## src/rtl/seqcs_pkg.sv

```systemverilog
package seqcs_pkg;

    localparam int DATA_W = 8;
    localparam int ERR_N  = 4;

    // status bit positions
    localparam int ERR_CHK  = 0;
    localparam int ERR_ID   = 1;
    localparam int ERR_PAR  = 2;
    localparam int ERR_SYNC = 3;

    // control byte bit positions
    localparam int B_SHORT = 0;
    localparam int B_IXSEL = 1;
    localparam int B_SMSEL = 2;
    localparam int B_CMP   = 3;
    localparam int B_ABORT = 4;

    typedef struct packed {
        logic abort;
        logic cmp_mode;
        logic sm_sel;
        logic ix_sel;
        logic keep_short;
    } ctl_t;

    function automatic ctl_t decode_ctl(input logic [DATA_W-1:0] d);
        ctl_t c;
        c.keep_short = d[B_SHORT];
        c.ix_sel     = d[B_IXSEL];
        c.sm_sel     = d[B_SMSEL];
        c.cmp_mode   = d[B_CMP];
        c.abort      = d[B_ABORT];
        return c;
    endfunction

endpackage

```

## src/rtl/seqcs_flag.sv

```systemverilog
module seqcs_flag (
    input  logic clk,
    input  logic rst,
    input  logic set,
    input  logic clr,
    output logic q
);
    always_ff @(posedge clk) begin
        if (rst)      q <= 1'b0;
        else if (set) q <= 1'b1;
        else if (clr) q <= 1'b0;
    end
endmodule

```

## src/rtl/seqcs_kill.sv

```systemverilog
module seqcs_kill #(
    parameter int KILL_HOLD = 2
) (
    input  logic clk,
    input  logic rst,
    input  logic hold,
    input  logic tick,
    output logic fired
);
    localparam int CW = $clog2(KILL_HOLD + 1);
    localparam logic [CW-1:0] LIMIT = CW'(KILL_HOLD);

    logic [CW-1:0] cnt_q;

    always_ff @(posedge clk) begin
        if (rst)                        cnt_q <= '0;
        else if (!hold)                 cnt_q <= '0;
        else if (tick && cnt_q != LIMIT) cnt_q <= cnt_q + 1'b1;
    end

    assign fired = (cnt_q == LIMIT);
endmodule

```

## src/rtl/seqcs_rg_ext.sv

```systemverilog
module seqcs_rg_ext (
    input  logic clk,
    input  logic rst,
    input  logic rg_in,
    input  logic keep_short,
    input  logic done,
    output logic rg_out
);
    logic ext_q;

    always_ff @(posedge clk) begin
        if (rst)                       ext_q <= 1'b0;
        else if (rg_in && !keep_short) ext_q <= 1'b1;
        else if (keep_short || done)   ext_q <= 1'b0;
    end

    assign rg_out = rg_in | ext_q;
endmodule

```

## src/rtl/seq_ctl_status.sv

```systemverilog
module seq_ctl_status
    import seqcs_pkg::*;
#(
    parameter int KILL_HOLD = 2
) (
    input  logic              clk,
    input  logic              rst,
    input  logic              cpu_wr,
    input  logic [DATA_W-1:0] cpu_wdata,
    input  logic              byte_tick,
    input  logic              rg_field,
    input  logic              chk_done,
    input  logic              chk_fault,
    input  logic              ignore_err,
    input  logic              id_field,
    input  logic              id_retry,
    input  logic              par_fault,
    input  logic              fail_bit,
    input  logic              instr_end,
    input  logic              sync_fault,
    input  logic              clr_err,
    input  logic              wg_in,
    output logic [ERR_N-1:0]  status_o,
    output logic [1:0]        irq_src_o,
    output logic              cmp_en_o,
    output logic              rg_o,
    output logic              wg_o,
    output logic              stop_req_o
);
    // control byte: deliberately without reset
    ctl_t ctl_q;
    always_ff @(posedge clk) begin
        if (cpu_wr) ctl_q <= decode_ctl(cpu_wdata);
    end

    logic rg_short;
    assign rg_short  = ctl_q.keep_short;
    assign irq_src_o = {ctl_q.sm_sel, ctl_q.ix_sel};
    assign cmp_en_o  = ctl_q.cmp_mode;

    seqcs_rg_ext u_rg (
        .clk       (clk),
        .rst       (rst),
        .rg_in     (rg_field),
        .keep_short(rg_short),
        .done      (chk_done),
        .rg_out    (rg_o)
    );

    logic kill_fired;
    seqcs_kill #(.KILL_HOLD(KILL_HOLD)) u_kill (
        .clk  (clk),
        .rst  (rst),
        .hold (ctl_q.abort),
        .tick (byte_tick),
        .fired(kill_fired)
    );

    // ID field edge detect
    logic id_prev_q, id_rise;
    always_ff @(posedge clk) begin
        if (rst) id_prev_q <= 1'b0;
        else     id_prev_q <= id_field;
    end
    assign id_rise = id_field & ~id_prev_q;

    // sticky error flags
    logic [ERR_N-1:0] flg_set, flg_clr, flg_q;
    always_comb begin
        flg_set           = '0;
        flg_set[ERR_CHK]  = chk_fault & ~ignore_err;
        flg_set[ERR_ID]   = id_retry;
        flg_set[ERR_PAR]  = par_fault;
        flg_set[ERR_SYNC] = sync_fault;
        flg_clr           = {ERR_N{clr_err}};
        flg_clr[ERR_ID]   = clr_err | id_rise;
    end

    for (genvar g = 0; g < ERR_N; g++) begin : g_flag
        seqcs_flag u_flag (
            .clk(clk),
            .rst(rst),
            .set(flg_set[g]),
            .clr(flg_clr[g]),
            .q  (flg_q[g])
        );
    end

    logic [ERR_N-1:0] rd_mask;
    always_comb begin
        rd_mask          = '1;
        rd_mask[ERR_CHK] = ~ignore_err;
    end
    assign status_o = flg_q & rd_mask;

    // fatal parity: pending until the instruction ends, then halt
    logic par_fatal, pend_q, halt_q, halt_set;
    assign par_fatal = par_fault & fail_bit;
    assign halt_set  = instr_end & (pend_q | par_fatal);

    always_ff @(posedge clk) begin
        if (rst)            pend_q <= 1'b0;
        else if (instr_end) pend_q <= 1'b0;
        else if (par_fatal) pend_q <= 1'b1;
        else if (clr_err)   pend_q <= 1'b0;
    end

    seqcs_flag u_halt (
        .clk(clk),
        .rst(rst),
        .set(halt_set),
        .clr(clr_err),
        .q  (halt_q)
    );

    assign wg_o       = wg_in & ~halt_q;
    assign stop_req_o = kill_fired | halt_q | status_o[ERR_CHK];
endmodule

```

## config.mk

```make
export PLATFORM = sky130hd
export DESIGN_NAME = seq_ctl_status
export DESIGN_NICKNAME = d
export VERILOG_FILES = /design/src/rtl/seqcs_pkg.sv /design/src/rtl/seqcs_flag.sv /design/src/rtl/seqcs_kill.sv /design/src/rtl/seqcs_rg_ext.sv /design/src/rtl/seq_ctl_status.sv
export SDC_FILE = /design/constraint.sdc
export NUM_CORES = 1
export LEC_CHECK = 0
export ABC_AREA = 0
export BUFFER_PORTS_ARGS = -buffer_cell sky130_fd_sc_hd__buf_2
export CORE_MARGIN = 2
export CORE_UTILIZATION = 36
export DETAILED_ROUTE_END_ITERATION = 10
export PLACE_DENSITY = 0.71
export SLEW_MARGIN = 30
export SYNTH_ARGS = -nofsm -noshare
export SYNTH_HDL_FRONTEND = slang
export SYNTH_SLANG_ARGS = --single-unit
```

## constraint.sdc

```tcl
create_clock -name clk -period 1 [get_ports clk]
set_input_delay 0 -clock clk [delete_from_list [all_inputs] [get_ports clk]]
set_output_delay 0 -clock clk [all_outputs]
set_load 0.01 [all_outputs]
```

**Word-level counts from Yosys, hierarchy flattened**

Cells that the tools add are included.

- Register bits after elaboration: 15
- Input bits: 24
- Output and inout port bits: 10
- Word-level logic and storage cells: 55

- Add/sub/neg operators: 1
- Equal/unequal tests: 2
- Multiplexer cells: 10
- Bitwise gates (word level): 15
- Reduce and logical (&&, ||, !) cells: 13

Operators with widths:

| kind | number |
|---|---|
| $reduce_bool 2->1 | 7 |
| $mux 1 | 10 |
| $and 1x1->1 | 5 |
| $or 1x1->1 | 5 |
| $and 4x4->4 | 1 |
| $not 1->1 | 4 |
| $reduce_or 2->1 | 2 |
| $add 2x1->2 const B | 1 |
| $eq 2x2->1 const B | 1 |
| $logic_and 1x1->1 | 2 |
| $ne 2x2->1 const B | 1 |
| $logic_not 1->1 | 1 |
| $logic_or 1x1->1 | 1 |

**Logic depth before layout (Yosys ltp)**

Gate-level depths: netlist of run 1.

- Depth after elaboration: 5
- Gate-level depth with buffers: 5
- Depth with buffers taken out: 5

**Modules after synthesis**

A second synthesis of run 1 with hierarchy kept.

- Cells, all modules: 59
- Area, all modules: 661.9 um^2

By module, submodules not included:

| module | instances | cells each | area each (um^2) |
|---|---|---|---|
| seq_ctl_status | 1 | 24 | 309.0 |
| seqcs_flag | 5 | 4 | 38.8 |
| seqcs_kill | 1 | 10 | 107.6 |
| seqcs_rg_ext | 1 | 5 | 51.3 |

**Worst setup path after synthesis of run 1**

No wires, ideal clock.

- Path kind: reg2reg
- Start point: reg u_kill.cnt_q[0]
- End point: reg u_kill.cnt_q[1]
- Setup time: 0.079 ns
- Arrival time: 0.937 ns
- Path slack: -0.017 ns
- Cell stages (with the launch flop): 6
- Cell sequence: dfxtp_1 -> inv_1 -> ha_1 -> nor2b_4 -> nor2_1 -> a211oi_2

- Longest elaborated chain between the ends: 2

RTL lines:

| item | RTL line | source |
|---|---|---|
| start: declaration | seqcs_kill.sv:13 | `logic [CW-1:0] cnt_q;` |
| start signal: assignment | seqcs_kill.sv:18 | `else if (tick && cnt_q != LIMIT) cnt_q <= cnt_q + 1'b1;` |
| parallel branches: the longest is 2 deep, another holds $add 2x1->2 | - |  |

Parallel ways; which one is timed is not known.
A chain may end at the register's enable or synchronous reset.

**Worst setup path after layout of run 1**

- Start point: reg u_kill.cnt_q[0]
- End point: out stop_req_o

- Longest elaborated chain between the ends: 3

RTL lines:

| item | RTL line | source |
|---|---|---|
| $eq 2x2->1 | seqcs_kill.sv:21 | `assign fired = (cnt_q == LIMIT);` |
| $or 1x1->1 (2 in series) | seq_ctl_status.sv:117 | `assign stop_req_o = kill_fired \| halt_q \| status_o[ERR_CHK];` |
| end: declaration | seq_ctl_status.sv:28 | `output logic stop_req_o` |

No other way between the ends.

==> results.md, run 1 <==
- Status: finished, violations left
- Failing checks: setup timing
- Global placer's final weighted congestion: 0.665
- Antenna violations before repair: 0
- Final Hold Viols: 0
- HPWL Detailed: 775 um
- PnR worst setup slack: -0.232 ns
- Setup CP Type: flip-flop to output port
- Die height: 44.3 um
- Reg2reg end: u_kill.cnt_q[0]
- IO buf count: 30
- R2R cell count: 7
- CP startpoint kind: flip-flop
- Maximum VDD drop: 1.21 mV
- Async SR Flop Fraction: 0%
- Least-Margin Pin Slew: 0.170 ns
- Rel. slew slack: 88.6%
- Fillers: roughly 130
- Internal power: 0.000971 W
- Initial Utilization: about two fifths
- CP arrival: 1.23 ns
- Most common flop cell mapped by yosys: dfxtp_1
- Final core occ: 63.5%
- Commonest non-fill, non-tap cell in the layout: buf_2
- Core area: roughly 1500 sq um
- Worst R2R Start: u_kill.cnt_q[0]
- Worst Skew: 0.00483 ns
- Logic pwr share: 18.8%
- RSZ-0062 raised after global routing: yes
- Syn nets: 76
- Worst-path fanout max: 2
- Wirelength per Cell: between 10 and 15 um
- CP Capture Type: output port
- Layout area overhead: 65.2%
- Worst Hold Path EP: u_rg.ext_q
- Setup violators final: 3
- Critical Path RT: 1.00 ns
- Number of global-route vias before repair: 524
- Post-DRT Antenna Nets: 0
- CTS Buf Count: 3
- Layout cells sized above 1: 50.5%
- Post-Synthesis Cells: 51
- Most frequent cells in the layout: 29 x buf_2, 14 x dlygate4sd3_1, 7 x dfxtp_1, 5 x nor2_1, 5 x edfxtp_1
- Clk buf depth: 2
- Reg clk slew, reported paths: 0.09 ns
- Io pins: 34
- Switch share: a little under a quarter
- Post-synth EDFFs: 5
- Maxcap violations: 0
- Pin count of the biggest net entering global routing: 10
- Achievable Freq: 812 MHz
- Global-route wire length before repair: between 2000 and 2500 um
- Sequential area share after synthesis: 59.8%
- Row cnt: 14
- Full die area: 1970 sq um
- Root Buffer Master: clkbuf_4
- Vias/cell: around 4.5
- Die W: 44.3 um
- Mean post-synth cell area: 11.5 sq um
- N_diodes: 0
- NetSw: 0.000299 W
- Pleak: between 0.4 and 0.5 nW
- Htree depth: 1
- Post-route minimum period: 1.23 ns
- Post-Synthesis Cell Area: 586 sq um
- Flop-to-flop setup slack: -0.20 ns
- Setup_tns: -0.602 ns
- Iteration-0 DRC Markers: 10
- DR DRC count: 0
- Power Density: 1310 nW/um^2
- CTS tree: done
- Tot GR Track Use: 16.0%
- CTS sink count: 15
- Hold path start: rg_field
- Syn. warnings: 0
- Drt first pass iters: 4
- Clock Latency Late Sink: about 0.28 ns
- Wirelength, routed: 1290 um
- Synth Register Bits: 15
- Final Cycle Share: 123%
- Sequential share of power: 54.2%
- Netlist cell types: 21
- Grt total ovfl: 0
- Via count: 522
- HP Class: input port to flip-flop
- Hold Path Depth: 3
- Slew Viols, Final: 0
- # nets final: 125
- Clk network pwr share: 27.0%
## synth_stat cells (all sizes together) (2+ instances only)
cell type   n  share of area [%]
buf         4                4.7
nor2        6                3.8
nand2b      2                3.4
a22oi       3                3.8
nor2b       4                6.8
inv         4                2.6
a21oi       4                3.4
dfxtp      10                 34
nor3        2                1.7
edfxtp      5                 26
## logic make-up after synthesis
| logic type | count (synthesis) | share of synthesized area, % |
|---|---|---|
| adders and majority gates | 1 | 2.14 |
| AOI/OAI and AO/OA | 9 | 10.5 |
| buffers and inverters | 8 | 7.26 |
| xor gates and xnor gates | 1 | 1.50 |
| and+or+nand+nor | 17 | 18.8 |
| DFF | 15 | 59.8 |
## power by group through the flow
stage	clock network (W)	registers [W]	logic [W]
2_1_floorplan	0	0.000703	0.0000894
3_3_place_gp	0	0.000697	0.000165
3_5_place_dp	0	0.000699	0.000167
4_1_cts	0.000355	0.000688	0.000227
5_1_grt	0.000377	0.000693	0.000263
6_report	0.000343	0.000688	0.000238
## critical path, cell delays in order (launching register included)
cell and delay (ns):
dfxtp_2 0.34, inv_2 0.04, ha_4 0.14, or3_1 0.29, buf_2 0.14
## per-layer routing
layer | track usage [%] | wire (um) | up-vias
li1 | - | - | 266
met3 | 6.53 | 97 | 2
met1 | 15.2 | 471 | 230
met5 | 0 | 0 | -
met2 | 29.7 | 716 | 24
met4 | 7.27 | 8 | 0
## sequential cells by signal, summed over array words and instances (netlist names)
register and cells:
ctl_q 1, id_prev_q 1, g_flag.u_flag.q 4, pend_q 1, cmp_en_o 1, u_halt.q 1, irq_src_o 2, u_rg.ext_q 1
u_kill.cnt_q 2, rg_short 1
## per-stage QoR
step	power (W)	cells	area (sq um)	setup WS [ns]	hold slack, ns
floorplan	0.000792	51	588	0.0217	0.0236
global placement	0.000862	94	738	0.000817	0.176
detailed placement	0.000865	94	738	-0.0111	0.178
CTS	0.00127	114	948	-0.239	0.00312
global route	0.00133	115	967	-0.309	0.0142
finish	0.00127	115	967	-0.232	0.00271
## layout make-up
| class | instances | area, sq um | area share, % |
|---|---|---|---|
| clock buffers | 4 | 26.3 | 2.72 |
| multi-input cells | 28 | 218 | 22.5 |
| repair buffers | 48 | 334 | 34.5 |
| inverters | 4 | 15.0 | 1.55 |
| well taps | 16 | 20.0 | 2.07 |
| flip-flops and latches | 15 | 354 | 36.6 |
## timing repair
| action | 4_1_cts | 5_1_grt |
|---|---|---|
| setup buffers | 2 | 1 |
| pin swaps | 4 | 2 |
| setup endpoints to repair | 3 | 3 |
| hold endpoints to repair | 18 | 0 |
| cloned | 0 | 0 |
| resized for setup | 9 | 2 |
| hold buffers | 14 | 0 |
## worst max-delay path by stage
stage / start / endpoint / slack [ns] / cells after the start
floorplan: u_kill.cnt_q[0] / u_kill.cnt_q[1] / 0.02 / 5
global placement: u_kill.cnt_q[0] / stop_req_o / 0.0008 / 4
detailed placement: u_kill.cnt_q[0] / stop_req_o / -0.01 / 4
CTS: u_kill.cnt_q[0] / stop_req_o / -0.24 / 4
global route: u_kill.cnt_q[0] / stop_req_o / -0.31 / 4
finish: u_kill.cnt_q[0] / stop_req_o / -0.23 / 4
Note: power is estimated with default switching activity, not from simulation.
==> run 2, diff against run 1 <==
==> constraint.sdc (replaced) <==
create_clock -name clk -period 1 [get_ports clk]
set_input_delay 0.3 -clock clk [delete_from_list [all_inputs] [get_ports clk]]
set_output_delay 0.3 -clock clk [all_outputs]
set_load 0.01 [all_outputs]
==> results.md, run 2 (same netlist as run 1, synthesis figures left out) <==
- Row cnt: 14
- Power Density: 1400 nW/um^2
- Vias/cell: 4.51
- GRT met2 Usage: 14.1%
- CP Capture Type: output port
- CTS Buf Count: 3
- Failing checks: setup timing
- CP bufs+invs: 2
- Slew Viols, Final: 0
- GR Layer Usage met1: between 10% and 20%
- Final core occ: 58.0%
- Initial Utilization: roughly two fifths
- Critical Path RT: 0.70 ns
- Setup CP Type: flip-flop to output port
- Top delay family on crit path: simple AND/OR/NAND/NOR gates
- PnR worst setup slack: -0.567 ns
- Max reg flops: 4
- CTS sink count: 15
- Post-route minimum period: about 1.6 ns
- Root Buffer Master: clkbuf_4
- Reg clk slew, reported paths: roughly 0.08 ns
- Drt first pass iters: 4
- CTS tree: done
- Biggest register: g_flag.u_flag.q
- Clock Latency Late Sink: 0.27 ns
- Worst-path fanout max: 2
- CP startpoint kind: flip-flop
- Status: finished, violations left
- Commonest non-fill, non-tap cell in the layout: buf_2
- Die W: 44.3 um
- Io pins: 34
- DR DRC count: 0
- Post-cts hold buffer count: 0
- Pleak: 0.408 nW
- Clk buf depth: 2
- Layout area overhead: 51.1%
- Htree depth: 1
- Worst path cell trace: inv_2, ha_4, or3_4, buf_6
- Achievable Freq: 638 MHz
- Global placer's final weighted congestion: 0.635
- IO buf count: 30
- N_diodes: 0
- Hold_ws: 0.203 ns
- Antenna violations before repair: 0
- GRT Max-Usage Layer: met1
- CP arrival: 1.27 ns
- Grt total ovfl: 0
- Fillers: 143
- GR Util met3: 3.67%
- Design Power: 0.00124 W
- Rel. slew slack: 89.8%
- Slowest cell on crit path: or3_4
- Die height: 44.3 um
- Tot GR Track Use: 10.8%
- Iteration-0 DRC Markers: 3
- Post-DRT Antenna Nets: 0
- CP max stage delay: 0.35 ns
- Global-route wire length before repair: 1510 um
- Final Cycle Share: 157%
- HPWL Detailed: 772 um
- Via count: 465
- Maxcap violations: 0
- Number of global-route vias before repair: 380
- RSZ-0062 raised after global routing: yes
- Maximum VDD drop: 0.918 mV
- Setup violators final: 12
- Setup_tns: -1.84 ns
- Final instance area: 885 sq um
- Most frequent cells in the layout: 24 x buf_2, 8 x dfxtp_2, 8 x buf_6, 5 x nor2_1, 5 x edfxtp_1
- Wirelength, routed: around 950 um
- Post-place instance area: around 770 sq um
- HP Class: input port to flip-flop
- Core area: 1520 sq um
- Wirelength per Cell: slightly above 9 um
- Pin count of the biggest net entering global routing: 10
- # nets final: roughly 110
- Least-Margin Pin Slew: 0.151 ns
- Worst Skew: 0.00756 ns
- Full die area: between 1500 and 2000 sq um
- Final Hold Viols: 0
- Layout cells sized above 1: 66.7%
[run 2: changes by cell type in the layout (fill, tap and decap cells not counted), sizes merged]
cell	previous run	this run
dlygate4sd3	14	0
buf	34	36
[run 2: layout make-up]
type	instances	area (sq um)	area share (%)
clock buffer	4	26.3	2.97
inverter	4	15.0	1.70
multi-input combinational	28	223	25.2
sequential	15	360	40.7
tap	16	20.0	2.26
timing repair buffer	36	240	27.2
[run 2: path summary, 6_finish.rpt]
check | cells after the start | slack [ns] | from | end
min reg2reg | 1 | 0.40 | rg_short | u_rg.ext_q
max reg2reg | 7 | -0.20 | u_kill.cnt_q[0] | u_kill.cnt_q[0]
min | 1 | 0.20 | cpu_wdata[1] | irq_src_o[0]
max | 4 | -0.57 | u_kill.cnt_q[0] | stop_req_o
[run 2: stage by stage]
stage               setup slack [ns]  std cells
floorplan                     -0.199         51
global placement              -0.291         96
detailed placement            -0.301         96
CTS                           -0.586        102
global route                  -0.615        103
finish                        -0.567        103
[run 2: metal layers]
layer / share of wire, % / wire length, um
met4: 1.0 / 10
met1: 42 / 403
met5: 0 / 0
met2: 50 / 473
met3: 6.9 / 66
[run 2: repair_timing]
| action | CTS | global route |
|---|---|---|
| setup buffers | 2 | 1 |
| pin swaps | 4 | 2 |
| endpoints found under the setup margin | 12 | 12 |
| gates resized for setup | 17 | 1 |
[run 2: power by group]
| group | internal, W | switching, W |
|---|---|---|
| sequential | 0.000673 | 0.0000180 |
| combinational | 0.000134 | 0.0000861 |
| clock | 0.000154 | 0.000174 |
==> run 3, diff against run 2 <==
ABC_CLOCK_PERIOD_IN_PS = 1000   (was not set)
CORE_MARGIN = not set   (was 2)
==> results.md, run 3 (same netlist as run 1, synthesis figures left out) <==
- Final instance area: roughly 890 sq um
- Pleak: 0.410 nW
- Flop-to-flop setup slack: -0.20 ns
- Hold Path Depth: 1
- Setup violators final: 12
- Status: finished, violations left
- Root Buffer Master: clkbuf_4
- Clk buf depth: 2
- Clk network pwr share: 26.9%
- Maximum VDD drop: 0.796 mV
- Tot GR Track Use: roughly 14%
- Core area: 1510 sq um
- Switch share: 23.3%
- Layout area overhead: 51.7%
- Post-place instance area: 769 sq um
- HPWL Detailed: between 700 and 800 um
- # nets final: 113
- Failing checks: setup timing
- Full die area: 1790 sq um
- Power Density: 1410 nW/um^2
- Pin count of the biggest net entering global routing: 10
- Biggest register: g_flag.u_flag.q
- Sequential share of power: 55.3%
- Setup CP Type: flip-flop to output port
- IO buf count: 30
- CP arrival: roughly 1.3 ns
- Reg2reg end: u_kill.cnt_q[0]
- Die height: 42.3 um
- Max reg flops: 4
- Row cnt: 14
- NetSw: 0.000292 W
- CP Capture Type: output port
- Slew Viols, Final: 0
- Antenna violations before repair: 0
- Commonest non-fill, non-tap cell in the layout: buf_2
- Htree depth: 1
- Logic pwr share: 17.8%
- PnR worst setup slack: -0.574 ns
- Post-DRT Antenna Nets: 0
- RSZ-0062 raised after global routing: yes
- Grt total ovfl: 0
- Post-cts hold buffer count: 0
- Layout cells sized above 1: 66.7%
- CTS sink count: 15
- CTS Buf Count: 3
- Worst-path fanout max: 2
- Maxcap violations: 0
- Worst Hold Path EP: cmp_en_o
- Critical Path RT: 0.70 ns
- Most frequent cells in the layout: 24 x buf_2, 9 x buf_6, 8 x dfxtp_2, 5 x nor2_1, 5 x edfxtp_1
- Reg clk slew, reported paths: 0.08 ns
- N_diodes: 0
- Final Cycle Share: 157%
- Vias/cell: roughly 4.7
- Worst R2R Start: u_kill.cnt_q[0]
- DR DRC count: 0
- Global-route wire length before repair: 1770 um
- Least-Margin Pin Slew: around 0.18 ns
- Dpl cells: 96
- Post-route minimum period: ~1.6 ns
- Die W: roughly 42 um
- Via count: 479
- Wirelength, routed: 1140 um
- CP startpoint kind: flip-flop
- Iteration-0 DRC Markers: 7
- Number of global-route vias before repair: 418
- Final Non-Filler Cells: 103
- Global placer's final weighted congestion: 0.679
- Clock Latency Late Sink: 0.28 ns
- R2R cell count: 7
- Drt first pass iters: 3
- Wirelength per Cell: 11.1 um
- Io pins: 34
- Hold path start: cpu_wdata[3]
- Initial Utilization: 38.9%
- CTS tree: done
- Rel. slew slack: 88.0%
- Achievable Freq: 635 MHz
- Setup WS pre-CTS: -0.303 ns
- Worst Skew: 0.00716 ns
- HP Class: input port to flip-flop
- Final Hold Viols: 0
- Setup_tns: -2.02 ns
- Internal power: 0.000961 W
[run 3: cell counts in the layout (fill, tap and decap cells not counted)]
Identical to the previous run, type by type.
[run 3: worst max-delay path: stages, from the launching register on]
cell and delay, ns:
dfxtp_2 0.34, inv_2 0.04, ha_4 0.14, or3_4 0.35, buf_6 0.12
[run 3: timing repair]
item                                    CTS  global route
endpoints found under the setup margin   12            12
pin swaps                                 4             3
gates resized for setup                  17             2
setup buffers                             1             2
[run 3: metrics by stage]
stage          utilization [%]  total power [W]  hold WS, ns
6_report                  59.0          0.00125        0.198
5_1_grt                   59.0          0.00132        0.175
4_1_cts                   57.5          0.00126        0.185
3_5_place_dp              51.1         0.000882        0.422
3_3_place_gp              51.1         0.000875        0.408
2_1_floorplan                -         0.000801        0.379
[run 3: final cells by class]
type / count / area (sq um)
clock buffer: 4 / 26.3
fill: 126 / 618
inverter: 4 / 15.0
multi-input combinational: 28 / 223
sequential: 15 / 360
tap: 16 / 20.0
timing repair buffer: 36 / 244
[run 3: worst max path at each step]
| stage | from | to | slack [ns] | depth (start not counted) |
|---|---|---|---|---|
| 6_report | u_kill.cnt_q[0] | stop_req_o | -0.57 | 4 |
| 5_1_grt | u_kill.cnt_q[0] | stop_req_o | -0.63 | 4 |
| 4_1_cts | u_kill.cnt_q[0] | stop_req_o | -0.59 | 4 |
| 3_5_place_dp | u_kill.cnt_q[0] | stop_req_o | -0.30 | 4 |
| 3_3_place_gp | u_kill.cnt_q[0] | stop_req_o | -0.29 | 4 |
| 2_1_floorplan | u_kill.cnt_q[0] | stop_req_o | -0.20 | 3 |
[run 3: power by group through the flow]
stage | Sequential, W | Clock (W) | Combinational (W)
4_1_cts | 0.000693 | 0.000352 | 0.000216
2_1_floorplan | 0.000705 | 0 | 0.0000966
3_5_place_dp | 0.000701 | 0 | 0.000181
5_1_grt | 0.000696 | 0.000387 | 0.000242
6_report | 0.000693 | 0.000337 | 0.000223
3_3_place_gp | 0.000699 | 0 | 0.000176
[run 3: layer usage]
metal,global-route usage (%),vias up,wire length (um),part of all wire (%)
met3,4.31,2,51,4.5
met2,22.8,14,650,57
li1,-,243,-,-
met1,14.9,220,421,37
met5,0,-,0,0
met4,9.38,0,19,1.7
